===== config.mk =====
export PLATFORM = sky130hd
export DESIGN_NAME = sync_polarity_detector
export DESIGN_NICKNAME = d
export VERILOG_FILES = /design/src/rtl/sync_pol_pkg.sv /design/src/rtl/sp_sync_chain.sv /design/src/rtl/sp_tick_gen.sv /design/src/rtl/sp_updown_cnt.sv /design/src/rtl/sp_term_latch.sv /design/src/rtl/sync_polarity_detector.sv
export SDC_FILE = /design/constraint.sdc
export NUM_CORES = 1
export LEC_CHECK = 0
export BUFFER_PORTS_ARGS = -buffer_cell sky130_fd_sc_hd__clkbuf_2
export CAP_MARGIN = 20
export CELL_PAD_IN_SITES_DETAIL_PLACEMENT = 0
export CELL_PAD_IN_SITES_GLOBAL_PLACEMENT = 1
export CORE_AREA = 10 10 47 49
export CTS_BUF_LIST = sky130_fd_sc_hd__clkbuf_8
export CTS_CLUSTER_DIAMETER = 150
export CTS_CLUSTER_SIZE = 16
export DETAILED_ROUTE_END_ITERATION = 10
export DIE_AREA = 0 0 57 59
export GPL_TIMING_DRIVEN = 0
export PLACE_DENSITY_LB_ADDON = 0.1
export SYNTH_ARGS = -nofsm -noshare
export SYNTH_HDL_FRONTEND = slang
export SYNTH_SLANG_ARGS = --single-unit

===== constraint.sdc =====
create_clock -name clk -period 2.61 [get_ports clk]
set_input_delay 0.3915 -clock clk [delete_from_list [all_inputs] [get_ports clk]]
set_output_delay 0.3915 -clock clk [all_outputs]
set_load 0.01 [all_outputs]

===== src/rtl/sync_pol_pkg.sv =====
package sync_pol_pkg;
  typedef enum logic {
    POL_ACTIVE_HIGH = 1'b0,
    POL_ACTIVE_LOW  = 1'b1
  } pol_e;
endpackage


===== src/rtl/sp_sync_chain.sv =====
module sp_sync_chain #(
  parameter int STAGES = 2
) (
  input  logic clk,
  input  logic rst,
  input  logic d_in,
  output logic d_out
);
  logic [STAGES-1:0] stage_q;

  generate
    for (genvar i = 0; i < STAGES; i++) begin : g_stage
      always_ff @(posedge clk) begin
        if (rst) stage_q[i] <= 1'b0;
        else if (i == 0) stage_q[i] <= d_in;
        else stage_q[i] <= stage_q[(i > 0) ? i - 1 : 0];
      end
    end
  endgenerate

  assign d_out = stage_q[STAGES-1];
endmodule


===== src/rtl/sp_tick_gen.sv =====
module sp_tick_gen (
  input  logic clk,
  input  logic rst,
  input  logic fast_mode,
  output logic tick
);
  logic phase_q;

  always_ff @(posedge clk) begin
    if (rst) phase_q <= 1'b0;
    else     phase_q <= ~phase_q;
  end

  // In fast mode only every second cycle counts.
  assign tick = fast_mode ? phase_q : 1'b1;
endmodule


===== src/rtl/sp_updown_cnt.sv =====
module sp_updown_cnt #(
  parameter int CNT_W = 5
) (
  input  logic             clk,
  input  logic             rst,
  input  logic             tick,
  input  logic             up,
  output logic [CNT_W-1:0] cnt
);
  localparam logic [CNT_W-1:0] CNT_MAX = '1;
  localparam logic [CNT_W-1:0] CNT_MID = CNT_W'(1) << (CNT_W - 1);

  logic [CNT_W-1:0] cnt_q;

  always_ff @(posedge clk) begin
    if (rst) begin
      cnt_q <= CNT_MID;
    end else if (tick) begin
      if (up && cnt_q != CNT_MAX)       cnt_q <= cnt_q + CNT_W'(1);
      else if (!up && cnt_q != '0)      cnt_q <= cnt_q - CNT_W'(1);
    end
  end

  assign cnt = cnt_q;
endmodule


===== src/rtl/sp_term_latch.sv =====
module sp_term_latch
  import sync_pol_pkg::*;
#(
  parameter int CNT_W = 5
) (
  input  logic             clk,
  input  logic             rst,
  input  logic [CNT_W-1:0] cnt,
  output logic             pol,
  output logic             valid
);
  localparam logic [CNT_W-1:0] CNT_MAX = '1;

  pol_e pol_q;
  logic valid_q;

  always_ff @(posedge clk) begin
    if (rst) begin
      pol_q   <= POL_ACTIVE_HIGH;
      valid_q <= 1'b0;
    end else if (cnt == CNT_MAX) begin
      pol_q   <= POL_ACTIVE_LOW;
      valid_q <= 1'b1;
    end else if (cnt == '0) begin
      pol_q   <= POL_ACTIVE_HIGH;
      valid_q <= 1'b1;
    end
  end

  assign pol   = pol_q;
  assign valid = valid_q;
endmodule


===== src/rtl/sync_polarity_detector.sv =====
module sync_polarity_detector #(
  parameter int CNT_W       = 5,
  parameter int SYNC_STAGES = 2
) (
  input  logic clk,
  input  logic rst,
  input  logic fast_mode,
  input  logic sync_in,
  output logic active_low,
  output logic pol_valid
);
  logic             line_s;
  logic             tick;
  logic [CNT_W-1:0] cnt_q;

  sp_sync_chain #(.STAGES(SYNC_STAGES)) u_sync (
    .clk   (clk),
    .rst   (rst),
    .d_in  (sync_in),
    .d_out (line_s)
  );

  sp_tick_gen u_tick (
    .clk       (clk),
    .rst       (rst),
    .fast_mode (fast_mode),
    .tick      (tick)
  );

  sp_updown_cnt #(.CNT_W(CNT_W)) u_cnt (
    .clk  (clk),
    .rst  (rst),
    .tick (tick),
    .up   (line_s),
    .cnt  (cnt_q)
  );

  sp_term_latch #(.CNT_W(CNT_W)) u_latch (
    .clk   (clk),
    .rst   (rst),
    .cnt   (cnt_q),
    .pol   (active_low),
    .valid (pol_valid)
  );
endmodule


### Word level (Yosys, flattened, before mapping)

Index checks and enable logic that the tools add are counted.

| word-level totals | value |
|---|---|
| register bits | 10 |
| input port bits | 4 |
| output and inout bits | 2 |
| logic and storage cells | 26 |

| operators by class | value |
|---|---|
| add/sub/neg operators | 2 |
| equal/unequal tests | 2 |
| multiplexer cells | 7 |
| bitwise logic cells | 1 |
| reductions and logical operators | 8 |

Operator list:

| cell | count |
|---|---|
| $mux W5 | 2 |
| $add A5 B1 Y5 const B | 1 |
| $eq A5 B5 Y1 const B | 1 |
| $logic_not A5 Y1 | 1 |
| $mux W1 | 5 |
| $ne A5 B5 Y1 const B | 1 |
| $reduce_bool A5 Y1 | 1 |
| $sub A5 B1 Y5 const B | 1 |
| $reduce_bool A2 Y1 | 2 |
| $logic_and A1 B1 Y1 | 2 |
| $reduce_and A2 Y1 | 1 |
| $logic_not A1 Y1 | 1 |
| $not A1 Y1 | 1 |

### Longest topological paths before layout

Gate-level depths: netlist of run 1.

| depth | value |
|---|---|
| depth after elaboration | 4 |
| depth in mapped cells | 9 |

### Modules after synthesis

A second synthesis of run 1 with hierarchy kept.

| second synthesis, totals | value |
|---|---|
| cells, all modules | 64 |
| area total of the unflattened synthesis | 565.5 um^2 |

By module, submodules not included:

| module | instances | cells an instance | area an instance (um^2) | seq. area each (um^2) |
|---|---|---|---|---|
| sp_updown_cnt | 1 | 47 | 396.6 | 100.1 |
| sp_term_latch | 1 | 10 | 86.3 | 40.0 |
| sp_sync_chain | 1 | 4 | 52.6 | 40.0 |
| sp_tick_gen | 1 | 3 | 30.0 | 20.0 |

### Least setup slack after synthesis of run 1

No wires, ideal clock.

| timing | value |
|---|---|
| path type | flip-flop to flip-flop |
| start point | register u_cnt.cnt_q[2], in the netlist u_cnt.cnt[2] |
| end point | register u_cnt.cnt_q[4], in the netlist u_cnt.cnt[4] |
| data arrival time | 2,014 ps |
| data required time | 2,538 ps |
| slack | 524 ps |
| cell stages (with the launch flop) | 10 |
| path through | dfxtp_1 and4_2 nand2_1 nand2_1 ha_1 a21oi_1 o21ai_0 or3_1 a21boi_0 mux2i_1 |

| on the way | value |
|---|---|
| word-level cells in the longest chain between the ends | 4 |
| elaborated cells on any way between the ends | 10 |
| those cells by class | add/sub: 2; eq/ne: 1; mux: 2; reduce/logical: 5 |

Ends and longest elaborated chain:

| element | RTL line | RTL |
|---|---|---|
| from (decl) | sp_updown_cnt.sv:13 | `logic [CNT_W-1:0] cnt_q;` |
| from (signal assigned) | sp_updown_cnt.sv:19 | `if (up && cnt_q != CNT_MAX) cnt_q <= cnt_q + CNT_W'(1);` |
| from (signal assigned) | sp_updown_cnt.sv:20 | `else if (!up && cnt_q != '0) cnt_q <= cnt_q - CNT_W'(1);` |
| parallel branches: the longest is 4 deep, another holds $sub A5 B1 Y5 | - |  |

Several ways; the timed one is not identified. The select of a mux whose other input is x is not followed.
A chain may end at the register's enable or synchronous reset.

### Worst setup path after layout of run 1

Same ends and word-level chain as after synthesis.

==> results of run 1 <==
timing repair:
item / 4_1_cts / 5_1_grt
setup endpoints to repair: 0 / 1
resized for setup: 0 / 2
buffers inserted: 0 / 0
Yosys cell counts (all sizes together):
| cell type | number | area, um2 |
|---|---|---|
| inv | 3 | 11.3 |
| nor2 | 7 | 26.3 |
| clkbuf | 1 | 3.75 |
| a21boi | 1 | 7.51 |
| xnor2 | 2 | 17.5 |
| o21ai | 2 | 10.0 |
| ha | 4 | 50.1 |
| nand2 | 6 | 22.5 |
| or4 | 1 | 11.3 |
| nand2b | 1 | 6.26 |
| or3 | 1 | 6.26 |
| xor2 | 1 | 8.76 |
| nand3 | 3 | 15.0 |
| dfxtp | 10 | 200 |
| and4 | 1 | 10.0 |
| fa | 1 | 20.0 |
| mux2i | 3 | 30.0 |
| a21oi | 5 | 25.0 |
| o311ai | 1 | 26.3 |
| or2 | 1 | 6.26 |
| nor2b | 3 | 18.8 |
final timing paths:
| kind | end | slack, ns |
|---|---|---|
| setup / recovery | u_cnt.cnt[4]$_SDFFE_PP1P_ | 0.34 |
| hold / removal | u_sync.stage_q[0]$_SDFF_PP0_ | 0.39 |
| setup reg to reg | u_cnt.cnt[4]$_SDFFE_PP1P_ | 0.34 |
| hold reg to reg | u_tick.phase_q$_SDFF_PP0_ | 0.40 |
per-layer routing:
| layer | global-route usage [%] | wire length [um] | vias to the layer above |
|---|---|---|---|
| met5 | 0 | 0 | - |
| met4 | 1.01 | 0 | 0 |
| met3 | 4.94 | 69 | 0 |
| met2 | 9.92 | 455 | 8 |
| met1 | 7.31 | 468 | 184 |
| li1 | - | - | 214 |
per-stage QoR:
| step | setup WS (ns) | hold slack (ns) | utilization [%] | instances | instance area [um2] |
|---|---|---|---|---|---|
| global route | 0.0560 | 0.413 | 44.4 | 82 | 622 |
| finish | 0.345 | 0.389 | 44.4 | 82 | 622 |
| detailed placement | 0.191 | 0.398 | 41.3 | 79 | 578 |
| floorplan | 0.524 | 0.383 | - | 58 | 533 |
| global placement | 0.215 | 0.391 | 41.3 | 79 | 578 |
| CTS | 0.175 | 0.399 | 44.2 | 82 | 619 |
critical path, cell delays in order, from the launching register on:
cell and delay [ns]:
dfxtp_1 0.40, and4_2 0.28, nand2_1 0.11, nand2_2 0.16, ha_1 0.28, a21oi_1 0.15, o21ai_0 0.13, or3_1 0.32
a21boi_1 0.19, mux2i_1 0.19
state kept, by name (all words and copies together), names as in the netlist:
| register | cells |
|---|---|
| u_cnt.cnt | 5 |
| u_latch.pol | 1 |
| u_latch.valid | 1 |
| u_sync.d_out | 1 |
| u_sync.stage_q | 1 |
| u_tick.phase_q | 1 |
cell families (layout without fill, tap and decap cells):
| kind of cell | Yosys count | in the layout | synth area share [%] |
|---|---|---|---|
| AO/OA/AOI/OAI | 9 | 9 | 12.9 |
| XOR/XNOR | 3 | 3 | 4.93 |
| adder cells (fa/ha/maj) | 5 | 5 | 13.1 |
| buffers and inverters | 4 | 12 | 2.82 |
| flip-flops | 10 | 10 | 37.6 |
| multiplexers | 3 | 3 | 5.63 |
| AND/OR/NAND/NOR | 24 | 24 | 23.0 |
power groups by stage:
| stage | Sequential [uW] | Combinational (uW) | Clock, uW |
|---|---|---|---|
| 2_1_floorplan | 226 | 195 | 0 |
| 3_3_place_gp | 235 | 238 | 0 |
| 3_5_place_dp | 236 | 239 | 0 |
| 4_1_cts | 234 | 241 | 157 |
| 5_1_grt | 239 | 275 | 166 |
| 6_report | 234 | 237 | 153 |
final cells by class:
cell class                      instances  area, um2  share of cell area [%]
Sequential cell                        10        200                    32.2
Inverter                                3       11.3                    1.81
Tap cell                               16       20.0                    3.22
Multi-Input combinational cell         44        320                    51.5
Buffer                                  1       3.75                   0.604
Timing Repair Buffer                    5       25.0                    4.02
Clock buffer                            3       41.3                    6.64
==> results.md, run 1 <==
- Maximum operating frequency: 441 MHz
- H-tree depth reported by CTS: 1
- Iteration count of the initial detailed-routing pass: 2
- Site Rows: 14
- Worst slew margin: 71.0%
- Period Utilization, post-route: 86.8%
- CP Data Required Time: 2.77 ns
- Number of global-route vias before repair: 384
- Routed WL per cell: 12.1 um
- Hold Path Class: in2reg
- Number of design-rule violations left by the first detailed-router iteration: 6
- Number of failing setup endpoints in the final timing report: 0
- Skew final: 0.00282 ns
- Switching Fraction: 34.0%
- Total count of hold-check failures in the final report: 0
- Clock Path Buffers: 2
- Net total in the final layout: 77
- Initial cell density of the core: 38.0%
- Number of pins exceeding their max-slew limit in the final report: 0
- Post-route minimum period: 2.27 ns
- Die outline height: 59 um
- Max FO, Critical Path: 5
- X dimension of the die: 57 um
- Total via count in the routed design: 406
- Clock Root Buffer: clkbuf_8
- Later-pin clock latency in the skew report: 0.23 ns
- Most frequent cells in the layout: dfxtp_1 (10), nor2_1 (7), nand2_1 (5), a21oi_1 (5), clkbuf_2 (5)
- Vias per cell: 4.95
- Portion of the post-synthesis area used by sequential elements: 37.6%
- Logic depth of the worst register-to-register path: 9
- Leakage dissipation: 0.000267 uW
- RSZ-0062 raised after global routing: no
- CORE AREA: 0.00140 mm2
- Sum of net half-perimeters after detailed placement: 785 um
- Max-capacitance violation count: 0
- Run status: complete, no violations
- Fillcell total: 150
- CTS Buf Count: 3
- Flip-flop and latch count after synthesis: 10
- TritonCTS clock tree: built
- Area added between synthesis and finish: 16.7%
- Comb power frac: 38.0%
- Sequential group share of total power: 37.5%
- Final wirelength: 993 um
- Count of input and output buffers: 5
- Share of cells above drive strength 1: 19.7%
- Relative contribution of the clock network to total power: 24.5%
- Critical Path Start Type: flop
- Mean area per synthesized cell: 9.19 um2
- Peak supply drop: 0.000569 V
- Count of cells along the worst hold path: 2
- Number of library cell types mapped by synthesis: 21
- Pwr dens: 1000 mW/mm2
- Category of the worst setup path capture point: flop
- Syn. warnings: 0
- Syn Nets: 67
- Startpoint of the tightest hold check path: sync_in
- Number of hold buffers added after CTS: 0
- RePlAce Congestion: 0.739
- Overall routing resource usage: 6.55%
- Final total negative setup slack: 0 ns
- Top-level port count: 6
- Reg-to-reg critical path startpoint: u_cnt.cnt[2]$_SDFFE_PP0P_
- Combined area of all synthesized cells: 533 um2
- Total Power Consumption: 624 uW
- Clock-pin slew of the registers on the worst-case setup and hold paths: 0.04 ns
- Largest net degree at the start of global routing: 11
- Total die area: 0.00336 mm2
- Clock Sink Count: 10
- First-pass GRT wire length: 1.72 mm
- Critical path startpoint: u_cnt.cnt[2]$_SDFFE_PP0P_
- Arrival @ worst endpoint: 2.42 ns
- Switching component of the power: 212 uW
- Remaining Overflow, GRT: 0
- Internal cell power: 412 uW
- Slew @ Worst Pin: 0.434 ns
- Antenna diode count: 0
- Residual DRC: 0
- WS Path Type: reg2reg
- Most frequent standard cell in the layout excluding fill and tap cells: dfxtp_1
- Antenna viol nets, final: 0
- Number of antenna violations at the first check in global routing: 0
- Cell count after synthesis: 58
Note: power is estimated with default switching activity, not from simulation.
==> run 2: changes to the inputs <==
CORE_AREA = not set   (was 10 10 47 49)
CORE_MARGIN = 10   (was not set)
CORE_UTILIZATION = 35   (was not set)
DIE_AREA = not set   (was 0 0 57 59)
==> results.md, run 2 (synthesized netlist as in run 1, its figures left out) <==
- Smallest setup slack after layout: 0.288 ns (-0.0561 ns)
- Maximum operating frequency: 431 MHz (-2.4%)
- Reg-to-reg critical path startpoint: u_cnt.cnt[2]$_SDFFE_PP0P_
- Startpoint of the tightest hold check path: sync_in
- Slew @ Worst Pin: 0.433 ns (-0.00164 ns)
- Clock Root Buffer: clkbuf_8
- Share of cells above drive strength 1: 20.9% (+1.2 points)
- Routing usage on met2: 8.26% (-1.7 points)
- Vias per cell: 4.75 (-4.1%)
- Run status: complete, no violations
- Residual DRC: 0 (unchanged)
- Max-capacitance violation count: 0 (unchanged)
- Sum of net half-perimeters after detailed placement: 755 um (-3.9%)
- Endpoint of the lowest-slack register-to-register path: u_cnt.cnt[4]$_SDFFE_PP1P_
- Max FO, Critical Path: 5 (unchanged)
- Total of cells resized after clock tree synthesis: 0 (unchanged)
- Number of buffers inserted to repair setup after CTS: 0 (unchanged)
- Routed WL per cell: 11.7 um (-3.6%)
- Die outline height: 59.0 um (about the same)
- Initial cell density of the core: 36.2% (-1.8 points)
- Hold Path Class: in2reg
- Area added between synthesis and finish: 19.2%
- Filler-free cell count of the finished design: 83 (+1.2%)
- Area of all sequential standard cells: 200 um2 (unchanged)
- WHS: 0.368 ns (-0.0216 ns)
- TritonCTS clock tree: built
- Hold endpoint: u_sync.stage_q[0]$_SDFF_PP0_
- Pwr dens: 1030 mW/mm2 (+3.1%)
- WS Path Type: reg2reg
- Period Utilization, post-route: 88.9% (+2.1 points)
- CORE AREA: 0.00147 mm2 (+5.0%)
- Critical Path Start Type: flop
- Total die area: 0.00348 mm2 (+3.6%)
- Largest net degree at the start of global routing: 11 (unchanged)
- Number of design-rule violations left by the first detailed-router iteration: 5 (-1)
- Final std cell area, no fill: 636 um2 (+2.2%)
- Count of input and output buffers: 5 (unchanged)
- CTS Buf Count: 3 (unchanged)
- Count of cells along the worst hold path: 2 (unchanged)
- Site Rows: 14 (unchanged)
- Arrival @ worst endpoint: 2.49 ns (+0.07 ns)
- Skew final: 0.00133 ns (-0.00149 ns)
- Combined area of the multi-input logic cells: 320 um2 (unchanged)
- Clock Path Buffers: 2 (unchanged)
- Top-level port count: 6 (unchanged)
- Clock-pin slew of the registers on the worst-case setup and hold paths: 0.05 ns (about the same)
- Overall routing resource usage: 6.69% (+0.14 points)
- First-pass GRT wire length: 1.77 mm (+3.2%)
- Number of hold buffers added after CTS: 0 (unchanged)
- RSZ-0062 raised after global routing: no
- Final wirelength: 969 um (-2.4%)
- Later-pin clock latency in the skew report: 0.23 ns (about the same)
- Number of antenna violations at the first check in global routing: 0 (unchanged)
- Logic depth of the worst register-to-register path: 9 (unchanged)
- Net total in the final layout: 77 (unchanged)
- Number of flip-flops under the largest register name: 5 (unchanged)
- Fillcell total: 156 (+4.0%)
- Total count of hold-check failures in the final report: 0 (unchanged)
- Number of pins exceeding their max-slew limit in the final report: 0 (unchanged)
- Most used routing layer in global routing: met1
- CP Data Required Time: 2.77 ns (about the same)
- Met1 usage in global routing: 8.82% (+1.5 points)
- Antenna diode count: 0 (unchanged)
- H-tree depth reported by CTS: 1 (unchanged)
- Pre-CTS WS: 0.191 ns (-0.000458 ns)
- Antenna viol nets, final: 0 (unchanged)
- R2R Setup Slk: 0.29 ns (-0.06 ns)
- Leakage dissipation: 0.000273 uW (+2.5%)
- X dimension of the die: 59.0 um (+3.6%)
- Iteration count of the initial detailed-routing pass: 2 (unchanged)
- Worst slew margin: 71.2% (+0.11 points)
- Category of the worst setup path capture point: flop
- RePlAce Congestion: 0.722 (-2.3%)
- Most frequent cells in the layout: dfxtp_1 (10), nor2_1 (7), nand2_1 (5), a21oi_1 (5), clkbuf_2 (5)
- Peak supply drop: 0.000371 V (-35%)
- Remaining Overflow, GRT: 0 (unchanged)
- Final total negative setup slack: 0 ns (unchanged)
- Number of global-route vias before repair: 380 (-1.0%)
- Post-route minimum period: 2.32 ns (+0.0561 ns)
- Total via count in the routed design: 394 (-3.0%)
- Clock Sink Count: 10 (unchanged)
- Number of failing setup endpoints in the final timing report: 0 (unchanged)
- Most frequent standard cell in the layout excluding fill and tap cells: dfxtp_1
- Placement Cell Area: 578 um2 (unchanged)
- Met3 GRT Util: 4.08% (-0.86 points)
- Placed Cells incl. Taps: 79 (unchanged)
## run 2: where the power goes
part | switching [uW] | internal [uW] | leakage [uW] | total (uW)
Sequential | 42.9 | 190 | 0.0000827 | 233
Clock | 57.4 | 132 | 0.0000288 | 190
Combinational | 115 | 120 | 0.000162 | 235
Total | 215 | 443 | 0.000273 | 658
## run 2: layout make-up
class                           count  share of cell area [%]
Tap cell                           16                    3.15
Multi-Input combinational cell     44                    50.4
Sequential cell                    10                    31.5
Clock buffer                        4                    8.66
Inverter                            3                    1.77
Buffer                              1                   0.591
Timing Repair Buffer                5                    3.94
## run 2: metal layers
layer / vias up / wire length (um)
met5: - / 0
met4: 0 / 11
met3: 2 / 54
met2: 7 / 405
met1: 170 / 498
li1: 215 / -
## run 2: worst max-delay path by stage
stage                                   start                   endpoint  slack (ns)  depth (start not counted)
finish              u_cnt.cnt[2]$_SDFFE_PP0P_  u_cnt.cnt[4]$_SDFFE_PP1P_        0.29                          9
floorplan           u_cnt.cnt[2]$_SDFFE_PP0P_  u_cnt.cnt[4]$_SDFFE_PP1P_        0.52                          9
detailed placement  u_cnt.cnt[2]$_SDFFE_PP0P_  u_cnt.cnt[4]$_SDFFE_PP1P_        0.19                          9
global placement    u_cnt.cnt[2]$_SDFFE_PP0P_  u_cnt.cnt[4]$_SDFFE_PP1P_        0.18                          9
CTS                 u_cnt.cnt[2]$_SDFFE_PP0P_  u_cnt.cnt[4]$_SDFFE_PP1P_        0.18                          9
global route        u_cnt.cnt[2]$_SDFFE_PP0P_  u_cnt.cnt[4]$_SDFFE_PP1P_        0.06                          9
## run 2: stage by stage
| step | power (uW) | util, % |
|---|---|---|
| detailed placement | 475 | 39.3 |
| global placement | 475 | 39.3 |
| global route | 726 | 43.2 |
| finish | 658 | 43.2 |
| CTS | 669 | 43.0 |
| floorplan | 421 | - |
## run 2: critical path, cell delays in order (launching register included)
cell,delay (ns)
dfxtp_1,0.40
and4_2,0.27
nand2_1,0.11
nand2_2,0.16
ha_1,0.28
a21oi_1,0.16
o21ai_0,0.13
or3_1,0.31
a21boi_0,0.24
mux2i_1,0.20
==> run 3: changes to the inputs <==
ABC_AREA = 1   (was not set)
==> results.md, run 3 <==
- Comb power frac: 30.4% (-5.3 points)
- TritonCTS clock tree: built
- Number of pins exceeding their max-slew limit in the final report: 0 (unchanged)
- Antenna viol nets, final: 0 (unchanged)
- X dimension of the die: 60.3 um (+2.2%)
- Number of hold buffers added after CTS: 0 (unchanged)
- Vias per cell: 4.62 (-2.7%)
- Overall routing resource usage: 7.10% (+0.41 points)
- Portion of the post-synthesis area used by sequential elements: 35.2% (-2.4 points)
- Skew final: 0.00266 ns (+0.00133 ns)
- Combined area of all synthesized cells: 569 um2 (+6.8%)
- Main synth FF type: dfxtp_1
- Final total negative setup slack: 0 ns (unchanged)
- Synth async-reset ratio: 0% (unchanged)
- Synth area leader: dfxtp_1
- Number of antenna violations at the first check in global routing: 0 (unchanged)
- Area added between synthesis and finish: 17.6%
- Die outline height: 60.3 um (+2.2%)
- Clock Sink Count: 10 (unchanged)
- Iteration count of the initial detailed-routing pass: 4 (+2)
- Sum of net half-perimeters after detailed placement: 872 um (+16%)
- Number of library cell types mapped by synthesis: 18 (-14%)
- Most used standard cell by instance count after synthesis: nor2_1
- Hold endpoint: u_sync.stage_q[0]$_SDFF_PP0_
- Hold Path Class: in2reg
- Total via count in the routed design: 485 (+23%)
- CTS Buf Count: 3 (unchanged)
- Most instantiated cells after synthesis: nor2_1 (19), inv_1 (14), nand2_1 (12), dfxtp_1 (10), nand3_1 (6)
- Switching component of the power: 187 uW (-13%)
- H-tree depth reported by CTS: 1 (unchanged)
- Max FO, Critical Path: 6 (+1)
- Sequential group share of total power: 35.3% (about the same)
- Internal cell power: 379 uW (-14%)
- Category of the worst setup path capture point: flop
- Total of cells resized after clock tree synthesis: 0 (unchanged)
- Highest Signal Layer: met4
- Peak supply drop: 0.000340 V (-8.3%)
- Top-level port count: 6 (unchanged)
- Smallest setup slack after layout: 0.690 ns (+0.402 ns)
- RSZ-0062 raised after global routing: no
- Most frequent cells in the layout: nor2_1 (19), inv_1 (14), nand2_1 (12), dfxtp_1 (10), nand3_1 (6)
- Switching Fraction: 33.0% (+0.31 points)
- Largest net degree at the start of global routing: 7 (-4)
- Antenna diode count: 0 (unchanged)
- Area share of the leading cell type in the synthesized netlist: 35.2% (-2.4 points)
- Post-route minimum period: 1.92 ns (-0.402 ns)
- Number of synthesized flops with an enable pin: 0 (unchanged)
- Number of global-route vias before repair: 440 (+16%)
- Count of cells along the worst hold path: 3 (+1)
- Flip-flop and latch count after synthesis: 10 (unchanged)
- Arrival @ worst endpoint: 2.05 ns (-0.44 ns)
- Run status: complete, no violations
- Remaining Overflow, GRT: 0 (unchanged)
- Later-pin clock latency in the skew report: 0.24 ns (about the same)
- Max-capacitance violation count: 0 (unchanged)
- Relative contribution of the clock network to total power: 34.3% (+5.5 points)
- Cell count after synthesis: 80 (+38%)
- Synth area leaders: dfxtp_1 (35%), nor2_1 (13%), inv_1 (9.2%)
- Clock Root Buffer: clkbuf_8
- First-pass GRT wire length: 1.93 mm (+8.6%)
- Routed WL per cell: 10.2 um (-13%)
- Endpoint of the lowest-slack register-to-register path: u_cnt.cnt[4]$_SDFFE_PP1P_
- Leakage dissipation: 0.000351 uW (+28%)
- Number of buffers inserted to repair setup after CTS: 0 (unchanged)
- Reg-to-reg critical path startpoint: u_cnt.cnt[2]$_SDFFE_PP0P_
- Placed Cells incl. Taps: 101 (+28%)
- Total die area: 0.00364 mm2 (+4.5%)
- Initial cell density of the core: 37.4% (+1.1 points)
- Slew @ Worst Pin: 0.295 ns (-0.137 ns)
- Count of input and output buffers: 5 (unchanged)
- CORE AREA: 0.00152 mm2 (+3.6%)
- Detailed-route wire length on metal 1: 562 um (+13%)
- Clock-pin slew of the registers on the worst-case setup and hold paths: 0.05 ns (about the same)
- Worst slew margin: 80.3% (+9.2 points)
- Critical Path Start Type: flop
- Net total in the final layout: 99 (+29%)
- Clock Path Buffers: 2 (unchanged)
- Site Rows: 14 (unchanged)
- CP Data Required Time: 2.74 ns (-0.03 ns)
- Number of design-rule violations left by the first detailed-router iteration: 9 (+4)
- WS Path Type: reg2reg
- R2R Setup Slk: 0.69 ns (+0.40 ns)
- Total count of hold-check failures in the final report: 0 (unchanged)
- Share of cells above drive strength 1: 15.7% (-5.2 points)
- Filler-free cell count of the finished design: 105 (+27%)
- Logic depth of the worst register-to-register path: 10 (+1)
- Most frequent standard cell in the layout excluding fill and tap cells: nor2_1
- Final wirelength: 1.07 mm (+10%)
- Pwr dens: 845 mW/mm2 (-18%)
- Mean area per synthesized cell: 7.12 um2 (-23%)
- Syn Nets: 89 (+33%)
- Core occupancy in the finished layout: 43.9% (+0.73 points)
- Residual DRC: 0 (unchanged)
- Number of failing setup endpoints in the final timing report: 0 (unchanged)
- Met3 wirelength from detailed routing: 31 um (-43%)
- Met2 Routed Length: 448 um (+11%)
- RePlAce Congestion: 0.752 (+4.2%)
- Maximum operating frequency: 521 MHz (+21%)
- Pre-CTS WS: 0.695 ns (+0.504 ns)
- Syn. warnings: 0 (unchanged)
- Startpoint of the tightest hold check path: sync_in
- Number of flip-flops under the largest register name: 5 (unchanged)
- Period Utilization, post-route: 73.6% (-15 points)
==> run 3: changes by cell type after synthesis, sizes merged, moves of 2 or more <==
cell / delta
a21oi: -3
inv: +12
mux2i: -3
nand2: +8
nand3: +3
nor2: +12
nor2b: -3
o21ai: +2
o21bai: +2
==> run 3: worst max-delay path: stages (launching register included) <==
cell     delay (ns)
dfxtp_1        0.43
nand3_1        0.14
o21ai_2        0.28
inv_1          0.09
fa_1           0.42
nor2_1         0.12
nor2_1         0.06
nand3_1        0.08
nand2_1        0.07
nand2_1        0.06
nand3_1        0.05
==> run 3: logic make-up after synthesis <==
logic type / count (synthesis) / share of synthesized area (%)
and+or+nand+nor: 40 / 31.0
buffers and inverters: 15 / 9.89
DFF: 10 / 35.2
AOI/OAI and AO/OA: 8 / 8.57
adders and majority gates: 5 / 12.3
xor gates and xnor gates: 2 / 3.08
==> run 3: power groups by stage <==
stage	logic [uW]	clock network, uW	registers, uW
after global routing	204	207	203
after detailed placement	172	0	203
after CTS	174	202	200
after global placement	172	0	203
final	172	194	200
after floorplan	137	0	197
==> run 3: area by class of cell <==
type	count	area (um2)
clock buffer	4	55.1
fill	158	855
timing repair buffer	5	25.0
tap	16	20.0
inverter	15	56.3
multi-input combinational	55	313
sequential	10	200
==> run 3: metrics by stage <==
step	total power [uW]	hold slack, ns	area, um2
after detailed placement	375	0.393	614
after CTS	577	0.329	669
after global routing	614	0.340	669
after floorplan	334	0.388	569
after global placement	375	0.392	614
final	566	0.336	669
==> run 3: worst max path at each step <==
stage                                         start                         to  slack [ns]  cells past startpoint
after detailed placement  u_cnt.cnt[2]$_SDFFE_PP0P_  u_cnt.cnt[4]$_SDFFE_PP1P_        0.69                     10
after global routing      u_cnt.cnt[2]$_SDFFE_PP0P_  u_cnt.cnt[4]$_SDFFE_PP1P_        0.43                     10
after floorplan           u_cnt.cnt[2]$_SDFFE_PP0P_  u_cnt.cnt[4]$_SDFFE_PP1P_        0.91                     10
final                     u_cnt.cnt[2]$_SDFFE_PP0P_  u_cnt.cnt[4]$_SDFFE_PP1P_        0.69                     10
after global placement    u_cnt.cnt[2]$_SDFFE_PP0P_  u_cnt.cnt[4]$_SDFFE_PP1P_        0.69                     10
after CTS                 u_cnt.cnt[2]$_SDFFE_PP0P_  u_cnt.cnt[4]$_SDFFE_PP1P_        0.68                     10
==> run 3: layer usage <==
layer	up-vias	GRT usage [%]
li1	265	-
met4	0	5.77
met3	2	3.13
met2	5	8.97
met5	-	0
met1	213	8.93
